## config.mk

```make
export PLATFORM = sky130hd
export DESIGN_NAME = cksum_accum
export DESIGN_NICKNAME = d
export VERILOG_FILES = /design/src/rtl/cksum_pkg.sv /design/src/rtl/cksum_ctrl.sv /design/src/rtl/cksum_dp.sv /design/src/rtl/cksum_accum.sv
export SDC_FILE = /design/constraint.sdc
export NUM_CORES = 1
export LEC_CHECK = 0
export ABC_AREA = 1
export BUFFER_PORTS_ARGS = -buffer_cell sky130_fd_sc_hd__buf_2
export CORE_MARGIN = 1.5
export CORE_UTILIZATION = 56
export CTS_CLUSTER_DIAMETER = 200
export CTS_CLUSTER_SIZE = 20
export DETAILED_ROUTE_END_ITERATION = 8
export GPL_TIMING_DRIVEN = 0
export PLACE_DENSITY = 0.76
export SKIP_CTS_REPAIR_TIMING = 1
export SLEW_MARGIN = 20
export SYNTH_ARGS = -nofsm -noshare
export SYNTH_HDL_FRONTEND = slang
export SYNTH_SLANG_ARGS = --single-unit
```

## constraint.sdc

```tcl
create_clock -name clk -period 3.06 [get_ports clk]
set_input_delay 0.612 -clock clk [delete_from_list [all_inputs] [get_ports clk]]
set_output_delay 0.612 -clock clk [all_outputs]
set_load 0.01 [all_outputs]
```

## src/rtl/cksum_pkg.sv

```systemverilog
package cksum_pkg;

  // Strobes from the sequencer to the datapath, at most one high per cycle.
  typedef struct packed {
    logic clearAcc;   // start: zero the sum, capture the mode
    logic addWord;    // fold the current word into the sum
    logic finalize;   // add configuration term and publish
  } ctrlStrobes_t;

  typedef enum logic [1:0] {
    ST_IDLE  = 2'd0,
    ST_ACCUM = 2'd1,
    ST_FINAL = 2'd2
  } seqState_t;

endpackage

```

## src/rtl/cksum_ctrl.sv

```systemverilog
module cksum_ctrl
  import cksum_pkg::*;
#(
  parameter int NUM_WORDS = 1024
) (
  input  logic         clk,
  input  logic         rstN,
  input  logic         startPulse,
  input  logic         wordValid,
  output ctrlStrobes_t strobes
);

  localparam int CNT_W = (NUM_WORDS > 1) ? $clog2(NUM_WORDS) : 1;
  localparam logic [CNT_W-1:0] LAST_IDX = CNT_W'(NUM_WORDS - 1);

  seqState_t        state;
  logic [CNT_W-1:0] wordCount;

  // Start always wins over any other activity in its cycle.
  always_comb begin
    strobes.clearAcc = startPulse;
    strobes.addWord  = !startPulse && (state == ST_ACCUM) && wordValid;
    strobes.finalize = !startPulse && (state == ST_FINAL);
  end

  always_ff @(posedge clk) begin
    if (!rstN) begin
      state     <= ST_IDLE;
      wordCount <= '0;
    end else if (startPulse) begin
      state     <= ST_ACCUM;
      wordCount <= '0;
    end else begin
      unique case (state)
        ST_ACCUM: begin
          if (wordValid) begin
            if (wordCount == LAST_IDX) begin
              state <= ST_FINAL;
            end else begin
              wordCount <= wordCount + 1'b1;
            end
          end
        end
        ST_FINAL: state <= ST_IDLE;
        default:  state <= ST_IDLE;
      endcase
    end
  end

  // the last accepted word is followed by finalize unless a start intervenes
  assert_final_after_last_R7: assert property (@(posedge clk) disable iff (!rstN)
    (strobes.addWord && wordCount == LAST_IDX) |=> (strobes.finalize || startPulse));

  // once finalized, no word is taken until a new start
  assert_quiet_after_final_R9: assert property (@(posedge clk) disable iff (!rstN)
    (strobes.finalize && !startPulse) |=> (!strobes.addWord && !strobes.finalize));

  // a start cycle never also folds a word in
  assert_start_blocks_word_R10: assert property (@(posedge clk) disable iff (!rstN)
    startPulse |-> !strobes.addWord);

endmodule

```

## src/rtl/cksum_dp.sv

```systemverilog
module cksum_dp
  import cksum_pkg::*;
#(
  parameter int                WORD_W       = 14,
  parameter int                SUM_W        = 16,
  parameter logic [WORD_W-1:0] CFG_KEEP     = 14'h001F,
  parameter logic [WORD_W-1:0] PROT_CFG_SET = 14'h0060,
  parameter logic [SUM_W-1:0]  PLAIN_OFFSET = 16'h3FE0
) (
  input  logic              clk,
  input  logic              rstN,
  input  ctrlStrobes_t      strobes,
  input  logic              protectSel,
  input  logic [WORD_W-1:0] wordIn,
  input  logic [WORD_W-1:0] cfgWord,
  output logic              sumDone,
  output logic [SUM_W-1:0]  sumOut
);

  localparam int HALF_W = WORD_W / 2;

  logic              protLatched;
  logic [SUM_W-1:0]  accSum;
  logic [HALF_W-1:0] scrBits;
  logic [SUM_W-1:0]  wordTerm;
  logic [SUM_W-1:0]  cfgTerm;
  logic [WORD_W-1:0] cfgMasked;

  // Scrambled form: each low bit XNOR its partner in the upper half.
  for (genvar g = 0; g < HALF_W; g++) begin : g_scr
    assign scrBits[g] = ~(wordIn[g + HALF_W] ^ wordIn[g]);
  end

  always_comb begin
    cfgMasked = cfgWord & CFG_KEEP;
    if (protLatched) begin
      wordTerm = SUM_W'(scrBits);
      cfgTerm  = SUM_W'(cfgMasked | PROT_CFG_SET);
    end else begin
      wordTerm = SUM_W'(wordIn);
      cfgTerm  = SUM_W'(cfgMasked) + PLAIN_OFFSET;
    end
  end

  always_ff @(posedge clk) begin
    if (!rstN) begin
      protLatched <= 1'b0;
      accSum      <= '0;
    end else if (strobes.clearAcc) begin
      protLatched <= protectSel;
      accSum      <= '0;
    end else if (strobes.addWord) begin
      accSum <= accSum + wordTerm;
    end
  end

  always_ff @(posedge clk) begin
    if (!rstN) begin
      sumDone <= 1'b0;
      sumOut  <= '0;
    end else begin
      sumDone <= strobes.finalize;
      if (strobes.finalize) begin
        sumOut <= accSum + cfgTerm;
      end
    end
  end

  // done never lasts two cycles
  assert_done_pulse_R7: assert property (@(posedge clk) disable iff (!rstN)
    sumDone |=> !sumDone);

  // start leaves an empty accumulator
  assert_clear_zero_R5: assert property (@(posedge clk) disable iff (!rstN)
    strobes.clearAcc |=> (accSum == '0));

  // no add, no clear -> sum untouched
  assert_sum_hold_R8: assert property (@(posedge clk) disable iff (!rstN)
    (!strobes.clearAcc && !strobes.addWord) |=> $stable(accSum));

  // the published result only moves on finalize
  assert_out_hold_R9: assert property (@(posedge clk) disable iff (!rstN)
    !strobes.finalize |=> ($stable(sumOut) && !sumDone));

  // the mode only changes at start
  assert_mode_hold_R6: assert property (@(posedge clk) disable iff (!rstN)
    !strobes.clearAcc |=> $stable(protLatched));

endmodule

```

## src/rtl/cksum_accum.sv

```systemverilog
module cksum_accum
  import cksum_pkg::*;
#(
  parameter int WORD_W    = 14,
  parameter int SUM_W     = 16,
  parameter int NUM_WORDS = 1024
) (
  input  logic              clk,
  input  logic              rstN,
  input  logic              startPulse,
  input  logic              protectSel,
  input  logic              wordValid,
  input  logic [WORD_W-1:0] wordIn,
  input  logic [WORD_W-1:0] cfgWord,
  output logic              sumDone,
  output logic [SUM_W-1:0]  sumOut
);

  ctrlStrobes_t strobes;

  cksum_ctrl #(
    .NUM_WORDS(NUM_WORDS)
  ) ctrl_i (
    .clk       (clk),
    .rstN      (rstN),
    .startPulse(startPulse),
    .wordValid (wordValid),
    .strobes   (strobes)
  );

  cksum_dp #(
    .WORD_W(WORD_W),
    .SUM_W (SUM_W)
  ) dp_i (
    .clk       (clk),
    .rstN      (rstN),
    .strobes   (strobes),
    .protectSel(protectSel),
    .wordIn    (wordIn),
    .cfgWord   (cfgWord),
    .sumDone   (sumDone),
    .sumOut    (sumOut)
  );

endmodule

```

# ---- Word-level counts from Yosys, hierarchy flattened
# Cells that the tools add are included.
dict set report op_classes {
  n_addsub 4
  n_mul 0
  n_div 0
  order_cmp 0
  eq_ne 5
  shift 0
  muxes 6
  bitwise_logic 17
  n_reduce_logical 9
}
# operator count
set ops {}
lappend ops {{16-bit adder} 2}
lappend ops {{5-bit by 14-bit adder with 15-bit output (second input constant)} 1}
lappend ops {{15-bit two-way mux} 1}
lappend ops {{14-bit two-way mux} 1}
lappend ops {{10-bit by 1-bit adder with 10-bit output (second input constant)} 1}
lappend ops {{10-bit == test (second input constant)} 1}
lappend ops {{1-bit NOT} 10}
lappend ops {{1-bit bitwise XOR} 7}
lappend ops {{3-bit != test (second input constant)} 2}
lappend ops {{1-bit two-way mux} 4}
lappend ops {{2-bit AND reduction} 2}
lappend ops {{1-bit logical AND} 3}
lappend ops {{3-bit AND reduction} 1}
lappend ops {{3-bit OR reduction} 1}
lappend ops {{2-bit by 1-bit == test with 1-bit output (second input constant)} 1}
lappend ops {{2-bit == test (second input constant)} 1}
lappend ops {{2-bit OR reduction} 1}
lappend ops {{1-bit zero test} 1}
dict set report totals {
  ff_bits 46
  latch_bits 0
  mem_bits_rw 0
  mem_bits_ro 0
  in_bits 33
  output_inout_bits 17
  word_cells 48
  mem_count 0
}

# ---- Depth between registers and ports, before layout
# Gate-level depths: netlist of run 1.
dict set report depth {
  word_depth 5
  depth_mapped 14
  ltp_nobuf 14
}

# ---- Cells and area by module
# From an unflattened synthesis of run 1, not the netlist that was laid out.
dict set report unflattened {
  hier_cells 650
  area_unflattened_um2 3882.5
}
# mod n_inst cells_each area_each_um2
set modules_own_cells {}
lappend modules_own_cells {cksum_dp 1 554 3210.6}
lappend modules_own_cells {cksum_ctrl 1 96 671.9}

# ---- Least setup slack after synthesis of run 1
# No wires, ideal clock.
dict set report synth_timing {
  path_type {register to register}
  startpoint {register dp_i.protLatched}
  endpoint {register dp_i.accSum[6]}
  setup_time_ps 115
  t_arrival_ps 2151
  t_required_ps 2945
  path_slack_ps 793
  stages_incl_launch_ff 13
  n_path_buf 1
  period_less_slack_ps 2267
  path_cell_list {dfxtp_1 -> clkbuf_1 -> nand2_1 -> xnor2_1 -> ha_1 -> fa_1 -> nand3_1 -> nand3_1 -> nand2_1 -> nand2_1 -> xor2_1 -> o21ai_0 -> inv_1}
}
dict set report synth_via {
  elab_chain_len 2
}
# item line_no
set synth_rtl {}
lappend synth_rtl {{start: declaration} cksum_dp.sv:22} ;# logic protLatched;
lappend synth_rtl {{start signal: assignment} cksum_dp.sv:50} ;# protLatched <= protectSel;
lappend synth_rtl {{14-bit two-way mux} cksum_dp.sv:36} ;# if (protLatched) begin
lappend synth_rtl {{16-bit adder} cksum_dp.sv:53} ;# accSum <= accSum + wordTerm;
lappend synth_rtl {{end signal: assignment} cksum_dp.sv:53}
lappend synth_rtl {{end: declaration} cksum_dp.sv:23} ;# logic [SUM_W-1:0] accSum;
# Every way passes these cells.
# A chain may end at the register's enable or synchronous reset.

# ---- Worst setup path in the final report of run 1
# Ends and elaborated chain as after synthesis.

==> results.toml, run 1 <==
[floorplan]
num_rows = 29
die_w_um = 85.1
die-area_um2 = 7240
start_util_pct = 58.7
ios = 50
core_region_area_um2 = 6420
die_height_um = 85.1

[power_and_ir_drop]
p_seq_share_pct = 48.1
powerDensity_nw_per_um2 = 306
vdd_ir_drop_max_mv = 0.188
combPwrFrac_pct = 20.7
p_switching_uw = 409
internal_power_uw = 863
p_clk_share_pct = 31.2
p_leak_nw = 2.42
p_sw_share_pct = 32.2
design_power_total_mw = 1.27

[logic_synthesis]
ys_ff_latch = 46
synth_area_per_cell_um2 = 5.93
synth_nets = 699
synth_xor_area_share_pct = 5.34
synth-seq-area-share_pct = 24.4
synth_top_family_by_area = "simple AND/OR/NAND/NOR gates"
synthesis.area_um2 = 3770
synth_flop_cell = "dfxtp_1"
synthSimpleGateAreaFrac_pct = 38.8
syn_inst = 636
synthMuxAreaShare_pct = 0
synthArstFlopShare_pct = 0
synth_fa_ha_area_share_pct = 10.4
yosys_warnings = 0
synth-compound-area-share_pct = 7.37
synthDistinctLibCells = 36
synth_edf_count = 0

[cells_and_area]
fin_cells = 761
seq_area_um2 = 921
nFillCells = 657
multi_input_area_um2 = 2330
n_antenna_cell = 0
synthToLayoutAreaGrowth_pct = 10.3
final_nets = 746
drive_gt1_share_pct = 10.1

[grt]
grt_max_degree = 17
antenna_found_initial = 0
grt_use_met2_pct = 42.1
overflow = 0
gr-max-usage-layer = "met2"
grt_first_pass_wirelength_mm = 14.6
use_met1_pct = 32.2
grt_pass1_vias = 3378
use_met3_pct = 4.47
groute.usage.overall_pct = 24.9

[setup_path]
cp_num_buf_inv = 2
worst-path-max-fanout = 10
cp_slowest_cell = "fa_1"
arrival_ns = 2.87
critPathTopFamily = "adder cells"
crit_top_cell = "nand2_1"
max_stage_delay_ns = 0.45
cp_cell_sequence = "clkbuf_1, nand2_1, xnor2_1, ha_1, fa_1, nand3_1, nand3_1, nand2_1, nand2_1, xor2_1, o21ai_0, inv_1"
worstSetupEndpointType = "flop"
crit_required_ns = 3.27
r2r_slack_ns = 0.40
cp-start-kind = "flop"
path_class = "flop to flop"

[route]
ant_nets = 0
via_per_inst = 4.97
via_count = 3781
initialDrtViolationCount = 100
avgRoutedWirePerCell_um = 11.4
drc = 5
drt-pass1-iter-count = 6
drt_wl_total_mm = 8.65

[sta]
tns_ns = 0
fin_crit_sh_pct = 87.0
worst_slew_pin_slew_ns = 0.535
fin_ws_ns = 0.399
rsz0062_at_grt = "false"
hold_ws_ns = 0.484
min_period_ns = 2.66
slew_viol_final = 0
fin_skew_ns = 0.00537
relSlewSlack_pct = 64.3
fmax_ghz = 0.376
finalHoldViolCount = 0
setup-violations-final = 0

[outcome]
violations = "DRC"
status = "finished, violations left"

[clock_network]
cts-root-buf = "clkbuf_8"
numCtsBuffers = 5
clock_path_buffers = 2
clock_latency_ns = 0.31
clock-sinks = 46
htree_num_levels = 2
cts_tree = "done"
clk_pin_slew_ns = 0.10

[placement]
dp_hpwl_mm = 7.15
place.gp.congestion = 0.944
dp_cells = 753
pre_cts_slack_ns = 0.462
portBuffers = 40

[min_path]
hp-class = "flop to flop"

[flow_run]
max_cap_viol_count = 0
-- routing by layer --
| layer | part of all wire [%] | up-vias |
|---|---|---|
| met5 | 0 | - |
| met4 | 2.0 | 0 |
| met3 | 4.4 | 20 |
| met2 | 46 | 88 |
| met1 | 47 | 1636 |
| li1 | - | 2037 |
-- final timing paths --
check / cells after the start / startpoint / endpoint
max reg2reg: 12 / dp_i.protLatched / dp_i.accSum[6]
min: 2 / dp_i.sumOut[0] / dp_i.sumOut[0]
max: 12 / dp_i.protLatched / dp_i.accSum[6]
min reg2reg: 2 / dp_i.sumOut[0] / dp_i.sumOut[0]
-- metrics by stage --
step,area [µm²],util (%)
detailed placement,4070,63.3
finish,4160,64.8
global route,4160,64.8
CTS,4160,64.8
global placement,4070,63.3
floorplan,3770,-
-- flip-flops by register name, indices dropped and copies added (netlist names) --
name,count
dp_i.accSum,16
dp_i.protLatched,1
dp_i.sumDone,1
ctrl_i.wordCount,10
dp_i.sumOut,16
ctrl_i.state,2
-- power groups by stage --
stage               registers (mW)  logic (mW)  clock network, mW
floorplan                    0.623       0.195                  0
global placement             0.625       0.254                  0
detailed placement           0.625       0.261                  0
CTS                          0.611       0.263              0.412
global route                 0.613       0.300              0.430
finish                       0.611       0.263              0.397
-- layout by cell type, fill, tap and decap left out, drive strengths merged --
| cell | count |
|---|---|
| nand2 | 189 |
| inv | 123 |
| nor2 | 92 |
| nand3 | 49 |
| buf | 48 |
| dfxtp | 46 |
| a21oi | 30 |
| ha | 28 |
| o21ai | 21 |
| xor2 | 12 |
| xnor2 | 11 |
| nand4 | 8 |
| nor3 | 7 |
| clkbuf | 6 |
| clkinv | 2 |
| and2 | 2 |
| fa | 2 |
| clkinvlp | 2 |
| and3 | 1 |
| nand2b | 1 |
| o211ai | 1 |
| a211oi | 1 |
| o21bai | 1 |
| or2 | 1 |
-- layout make-up --
type                            count  share of cell area (%)
Clock buffer                        5                    1.65
Tap cell                           77                    2.32
Clock inverter                      3                   0.571
Buffer                              9                    1.23
Inverter                          124                    11.2
Timing Repair Buffer               40                    4.81
Sequential cell                    46                    22.1
Multi-Input combinational cell    457                    56.0
-- cells by family (layout without fill, tap and decap cells) --
| kind of cell | Yosys count | after routing |
|---|---|---|
| compound gates | 54 | 54 |
| buf+inv | 133 | 181 |
| flops | 46 | 46 |
| xor+xnor | 23 | 23 |
| fa+ha+maj | 30 | 30 |
| simple gates | 350 | 350 |
-- synthesized netlist by cell type, types with 5 or more instances --
cell type | count | area (µm²)
a21oi_1 | 30 | 150
buf_2 | 5 | 25.0
dfxtp_1 | 46 | 921
ha_1 | 28 | 350
inv_1 | 116 | 435
inv_2 | 5 | 18.8
nand2_1 | 187 | 702
nand3_1 | 48 | 240
nand4_1 | 7 | 43.8
nor2_1 | 91 | 342
nor3_1 | 5 | 25.0
o21ai_0 | 20 | 100
xnor2_1 | 11 | 96.3
xor2_1 | 12 | 105
-- tightest hold or removal path, delay by kind of cell (launching register included) --
family	cells	cell delay, ns
DFF	1	0.33
and+or+nand+nor	2	0.12
(Power assumes the default switching activity.)
==> run 2: changes to the inputs <==
--- a/config.mk
+++ b/config.mk
@@ -7,7 +7,6 @@
 export LEC_CHECK = 0
 export ABC_AREA = 1
 export BUFFER_PORTS_ARGS = -buffer_cell sky130_fd_sc_hd__buf_2
-export CORE_MARGIN = 1.5
 export CORE_UTILIZATION = 56
 export CTS_CLUSTER_DIAMETER = 200
 export CTS_CLUSTER_SIZE = 20
==> results.toml, run 2 (synthesis gave the netlist of run 1 again) <==
[setup_path]
max_stage_delay_ns = 0.45
cp_slowest_cell = "fa_1"
worstSetupEndpoint = "dp_i.accSum[6]"
arrival_ns = 2.92
r2r-start = "dp_i.protLatched"
reg2reg_to = "dp_i.accSum[6]"
crit_top_cell = "nand2_1"
worstSetupEndpointType = "flop"
cp-startpoint = "dp_i.protLatched"
path_class = "flop to flop"
worst-path-max-fanout = 10
cp_cell_sequence = "clkbuf_1, nand2_1, xnor2_1, ha_1, fa_1, nand3_1, nand3_1, nand2_1, nand2_1, xor2_1, o21ai_0, inv_1"
cp-start-kind = "flop"
reg2reg_depth = 12
crit_required_ns = 3.26
r2r_slack_ns = 0.34

[clock_network]
clock_path_buffers = 2
clk_pin_slew_ns = 0.10
clock-sinks = 46
clock_latency_ns = 0.31
numCtsBuffers = 5
cts_tree = "done"
htree_num_levels = 2
cts-root-buf = "clkbuf_8"

[cells_and_area]
final_nets = 746
final_cell_mix = "187 x nand2_1, 116 x inv_1, 91 x nor2_1"
drive_gt1_share_pct = 10.1
synthToLayoutAreaGrowth_pct = 10.4
top_regs = "dp_i.accSum: 16 flops, dp_i.sumOut: 16 flops, ctrl_i.wordCount: 10 flops"
n_antenna_cell = 0
final_common_cell = "nand2_1"

[sta]
worst_slew_pin_slew_ns = 0.513
fmax_ghz = 0.368
tns_ns = 0
fin_skew_ns = 0.0105
setup-violations-final = 0
rsz0062_at_grt = "false"
min_period_ns = 2.72
finalHoldViolCount = 0
fin_crit_sh_pct = 88.9
slew_viol_final = 0
hold_ws_ns = 0.492
relSlewSlack_pct = 65.8

[floorplan]
die-area_um2 = 7070
die_height_um = 84.1
die_w_um = 84.1
start_util_pct = 58.7
num_rows = 29
core_region_area_um2 = 6420
ios = 50

[grt]
groute.usage.overall_pct = 25.0
grt_first_pass_wirelength_mm = 14.4
grt_max_degree = 17
overflow = 0
antenna_found_initial = 0
grt_pass1_vias = 3331

[power_and_ir_drop]
p_leak_nw = 2.43
powerDensity_nw_per_um2 = 305
vdd_ir_drop_max_mv = 0.219

[route]
drc = 7
via_per_inst = 4.98
avgRoutedWirePerCell_um = 11.2
initialDrtViolationCount = 160
ant_nets = 0
via_count = 3792
drt-pass1-iter-count = 9
drt_wl_total_mm = 8.51

[outcome]
violations = "DRC"
status = "finished, violations left"

[placement]
dp_hpwl_mm = 7.05
portBuffers = 40
place.gp.congestion = 0.935

[flow_run]
max_cap_viol_count = 0

[min_path]
hp-class = "flop to flop"
run 2: cell types whose count changed in the layout (fill, tap and decap cells not counted), sizes merged:
cell / change
clkinvlp: -1
clkinv: +1
run 2: report_power, final:
| group | switching (mW) | total [mW] | internal (mW) | leakage [nW] |
|---|---|---|---|---|
| clock network | 0.232 | 0.397 | 0.165 | 0.0447 |
| logic | 0.168 | 0.263 | 0.0946 | 2.01 |
| registers | 0.00703 | 0.611 | 0.604 | 0.372 |
run 2: layout make-up:
class / instances / area (µm²)
well taps: 77 / 96.3
multi-input cells: 457 / 2330
fillers: 626 / 2260
inverters: 124 / 468
clock inverters: 3 / 25.0
repair buffers: 40 / 200
flip-flops and latches: 46 / 921
plain buffers: 9 / 51.3
clock buffers: 5 / 68.8
run 2: worst min-delay path by stage:
stage                     cells after the start  slack [ns]             endpoint           startpoint
after floorplan                               2        0.46  ctrl_i.wordCount[1]  ctrl_i.wordCount[1]
after global placement                        2        0.46       dp_i.sumOut[0]       dp_i.sumOut[0]
after detailed placement                      2        0.47       dp_i.sumOut[0]       dp_i.sumOut[0]
after CTS                                     2        0.50       dp_i.sumOut[1]       dp_i.sumOut[1]
after global routing                          2        0.52       dp_i.sumOut[1]       dp_i.sumOut[1]
final                                         2        0.49       dp_i.sumOut[0]       dp_i.sumOut[0]
run 2: worst max-delay path, delay by kind of cell (launching register included):
family	cells	cell delay, ns
compound gates	1	0.19
xor+xnor	2	0.30
fa+ha+maj	2	0.68
buf+inv	2	0.44
flops	1	0.42
simple gates	5	0.59
run 2: layer usage:
layer	up-vias	GRT usage, %	wire length, µm
li1	2049	-	-
met4	0	9.40	217
met2	73	42.6	3860
met1	1654	32.2	4160
met5	-	0	0
met3	16	3.17	267
run 2: per-stage QoR:
| stage | instances | instance area [µm²] | setup WS [ns] | utilization [%] | total power, mW |
|---|---|---|---|---|---|
| 2_1_floorplan | 636 | 3770 | 0.793 | - | 0.818 |
| 3_3_place_gp | 753 | 4070 | 0.493 | 63.3 | 0.879 |
| 3_5_place_dp | 753 | 4070 | 0.390 | 63.3 | 0.885 |
| 4_1_cts | 761 | 4160 | 0.389 | 64.8 | 1.28 |
| 5_1_grt | 761 | 4160 | 0.133 | 64.8 | 1.34 |
| 6_report | 761 | 4160 | 0.339 | 64.8 | 1.27 |
==> run 3: changes to the inputs <==
--- a/config.mk
+++ b/config.mk
@@ -17,4 +17,5 @@
 export SLEW_MARGIN = 20
 export SYNTH_ARGS = -nofsm -noshare
 export SYNTH_HDL_FRONTEND = slang
+export SYNTH_HIERARCHICAL = 1
 export SYNTH_SLANG_ARGS = --single-unit
==> results.toml, run 3 <==
[placement]
dp_hpwl_mm = 7.08
dp_cells = 767
place.gp.congestion = 0.937
portBuffers = 40

[sta]
fin_skew_ns = 0.0109
min_period_ns = 2.36
fin_crit_sh_pct = 77.0
rsz0062_at_grt = "false"
fmax_ghz = 0.424
tns_ns = 0
relSlewSlack_pct = 61.1
finalHoldViolCount = 0
setup-violations-final = 0
slew_viol_final = 0
worst_slew_pin_slew_ns = 0.581

[power_and_ir_drop]
powerDensity_nw_per_um2 = 310
p_seq_share_pct = 46.1
combPwrFrac_pct = 19.9
p_switching_uw = 385
p_leak_nw = 2.51
vdd_ir_drop_max_mv = 0.208
internal_power_uw = 945
p_clk_share_pct = 34.1
p_sw_share_pct = 28.9

[clock_network]
clock_path_buffers = 2
clock-sinks = 46
clock_latency_ns = 0.30
cts-root-buf = "clkbuf_8"
htree_num_levels = 2
clk_pin_slew_ns = 0.09
cts_tree = "done"
numCtsBuffers = 5

[floorplan]
core_region_area_um2 = 6530
die_w_um = 85.3
start_util_pct = 59.4
die-area_um2 = 7270
die_height_um = 85.3
ios = 50
num_rows = 29

[logic_synthesis]
syn_inst = 650
synth_xor_area_share_pct = 5.19
synth_top_area_cell = "dfxtp_1"
yosys_warnings = 6
synth_flop_cell = "dfxtp_1"
synth-compound-area-share_pct = 6.83
synth_fa_ha_area_share_pct = 10.1
synthArstFlopShare_pct = 0
synth_top_family_by_area = "simple AND/OR/NAND/NOR gates"
synthDistinctLibCells = 35
synthSimpleGateAreaFrac_pct = 40.3
synthesis.area_um2 = 3880
synthMuxAreaShare_pct = 0
synthTopCellsByArea = "dfxtp_1 24%, nand2_1 18%, inv_1 12%"
ys_ff_latch = 46
netlist_top_cells_count = "185 x nand2_1, 119 x inv_1, 100 x nor2_1"
netlist.area_leader.share_pct = 23.7
synth_nets = 713
synth-seq-area-share_pct = 23.7
synth_edf_count = 0
synth_area_per_cell_um2 = 5.97
post-synth-top-count-cell = "nand2_1"

[grt]
grt_first_pass_wirelength_mm = 15.1
grt_pass1_vias = 3633
antenna_found_initial = 0
overflow = 0
grt_max_degree = 15
groute.usage.overall_pct = 25.6

[min_path]
hp-class = "flop to flop"

[route]
via_count = 3817
via_per_inst = 4.93
drt-pass1-iter-count = 4
drc = 0
avgRoutedWirePerCell_um = 10.9
drt_wl_total_mm = 8.46
ant_nets = 0
initialDrtViolationCount = 149

[setup_path]
arrival_ns = 2.55
reg2reg_to = "dp_i/accSum[14]"
path_class = "flop to flop"
worst-path-max-fanout = 10
worstSetupEndpoint = "dp_i/accSum[14]"
worstSetupEndpointType = "flop"
cp-start-kind = "flop"
r2r-start = "dp_i/protLatched"
reg2reg_depth = 13
crit_required_ns = 3.25
cp-startpoint = "dp_i/protLatched"
r2r_slack_ns = 0.70

[cells_and_area]
synthToLayoutAreaGrowth_pct = 10.5
top_regs = "dp_i/accSum: 16 flops, dp_i/sumOut: 16 flops, ctrl_i/wordCount: 10 flops"
final_common_cell = "nand2_1"
n_antenna_cell = 0
drive_gt1_share_pct = 12.5
final_cell_mix = "185 x nand2_1, 119 x inv_1, 100 x nor2_1"
fin_cells = 775
final_nets = 760

[outcome]
status = "finished clean"

[flow_run]
max_cap_viol_count = 0
==> run 3: cell count changes after synthesis, moves of 3 or more <==
cell,before,now
clkbuf_1,1,6
a21oi_1,30,23
nor2_2,0,7
inv_1,116,119
o21ai_0,20,17
nor3_1,5,2
buf_2,5,2
nand2_2,1,9
o21ai_1,1,5
nand4_1,7,3
nor2_1,91,100
nand3_2,1,5
nand3_1,48,41
==> run 3: cells by family (layout without fill, tap and decap cells) <==
| family | Yosys count | in the layout |
|---|---|---|
| compound gates | 50 | 50 |
| flops | 46 | 46 |
| xor+xnor | 23 | 23 |
| simple gates | 363 | 363 |
| fa+ha+maj | 30 | 30 |
| buf+inv | 138 | 186 |
==> run 3: worst max-delay path: stages (launching register included) <==
cell and delay (ns):
dfxtp_1 0.47, clkbuf_1 0.35, nand2_1 0.12, xnor2_1 0.14
ha_1 0.39, nand3_1 0.11, nand3_2 0.12, nand2_1 0.07
nand2_1 0.11, nand2_1 0.06, nand2_1 0.11, nand3_1 0.09
nand2_1 0.08, nor2_1 0.03
==> run 3: through the flow <==
| stage | power [mW] | setup WS (ns) | area (µm²) | util [%] | hold WS [ns] |
|---|---|---|---|---|---|
| 2_1_floorplan | 0.822 | 0.857 | 3880 | - | 0.459 |
| 3_3_place_gp | 0.881 | 0.531 | 4180 | 64.0 | 0.455 |
| 3_5_place_dp | 0.888 | 0.478 | 4180 | 64.0 | 0.491 |
| 4_1_cts | 1.34 | 0.730 | 4290 | 65.7 | 0.511 |
| 5_1_grt | 1.41 | 0.468 | 4290 | 65.7 | 0.530 |
| 6_report | 1.33 | 0.704 | 4290 | 65.7 | 0.502 |
==> run 3: power by group through the flow <==
stage	Sequential, mW	Clock, mW	Combinational, mW
after floorplan	0.624	0	0.199
after global placement	0.626	0	0.255
after detailed placement	0.626	0	0.262
after CTS	0.612	0.463	0.263
after global routing	0.614	0.489	0.305
final	0.612	0.453	0.264
==> run 3: worst min path at each step <==
stage	from	endpoint	slack, ns	depth (start not counted)
2_1_floorplan	dp_i/accSum[0]	dp_i/accSum[0]	0.46	2
3_3_place_gp	dp_i/sumOut[5]	dp_i/sumOut[5]	0.46	2
3_5_place_dp	dp_i/sumOut[5]	dp_i/sumOut[5]	0.49	2
4_1_cts	dp_i/accSum[0]	dp_i/accSum[0]	0.51	2
5_1_grt	dp_i/accSum[0]	dp_i/accSum[0]	0.53	2
6_report	dp_i/sumOut[5]	dp_i/sumOut[5]	0.50	2
==> run 3: per-layer routing <==
metal | vias to the layer above | routed length, µm | global-route usage [%]
met5 | - | 0 | 0
met1 | 1658 | 4190 | 32.7
met2 | 81 | 3730 | 44.7
met4 | 0 | 225 | 9.55
li1 | 2060 | - | -
met3 | 18 | 311 | 2.53
==> run 3: cell type report <==
type,instances,area (µm²)
fill,653,2240
tap,77,96.3
clock buffer,6,72.6
clock inverter,2,37.5
multi-input combinational,466,2420
sequential,46,921
timing repair buffer,40,200
buffer,11,62.6
inverter,127,479
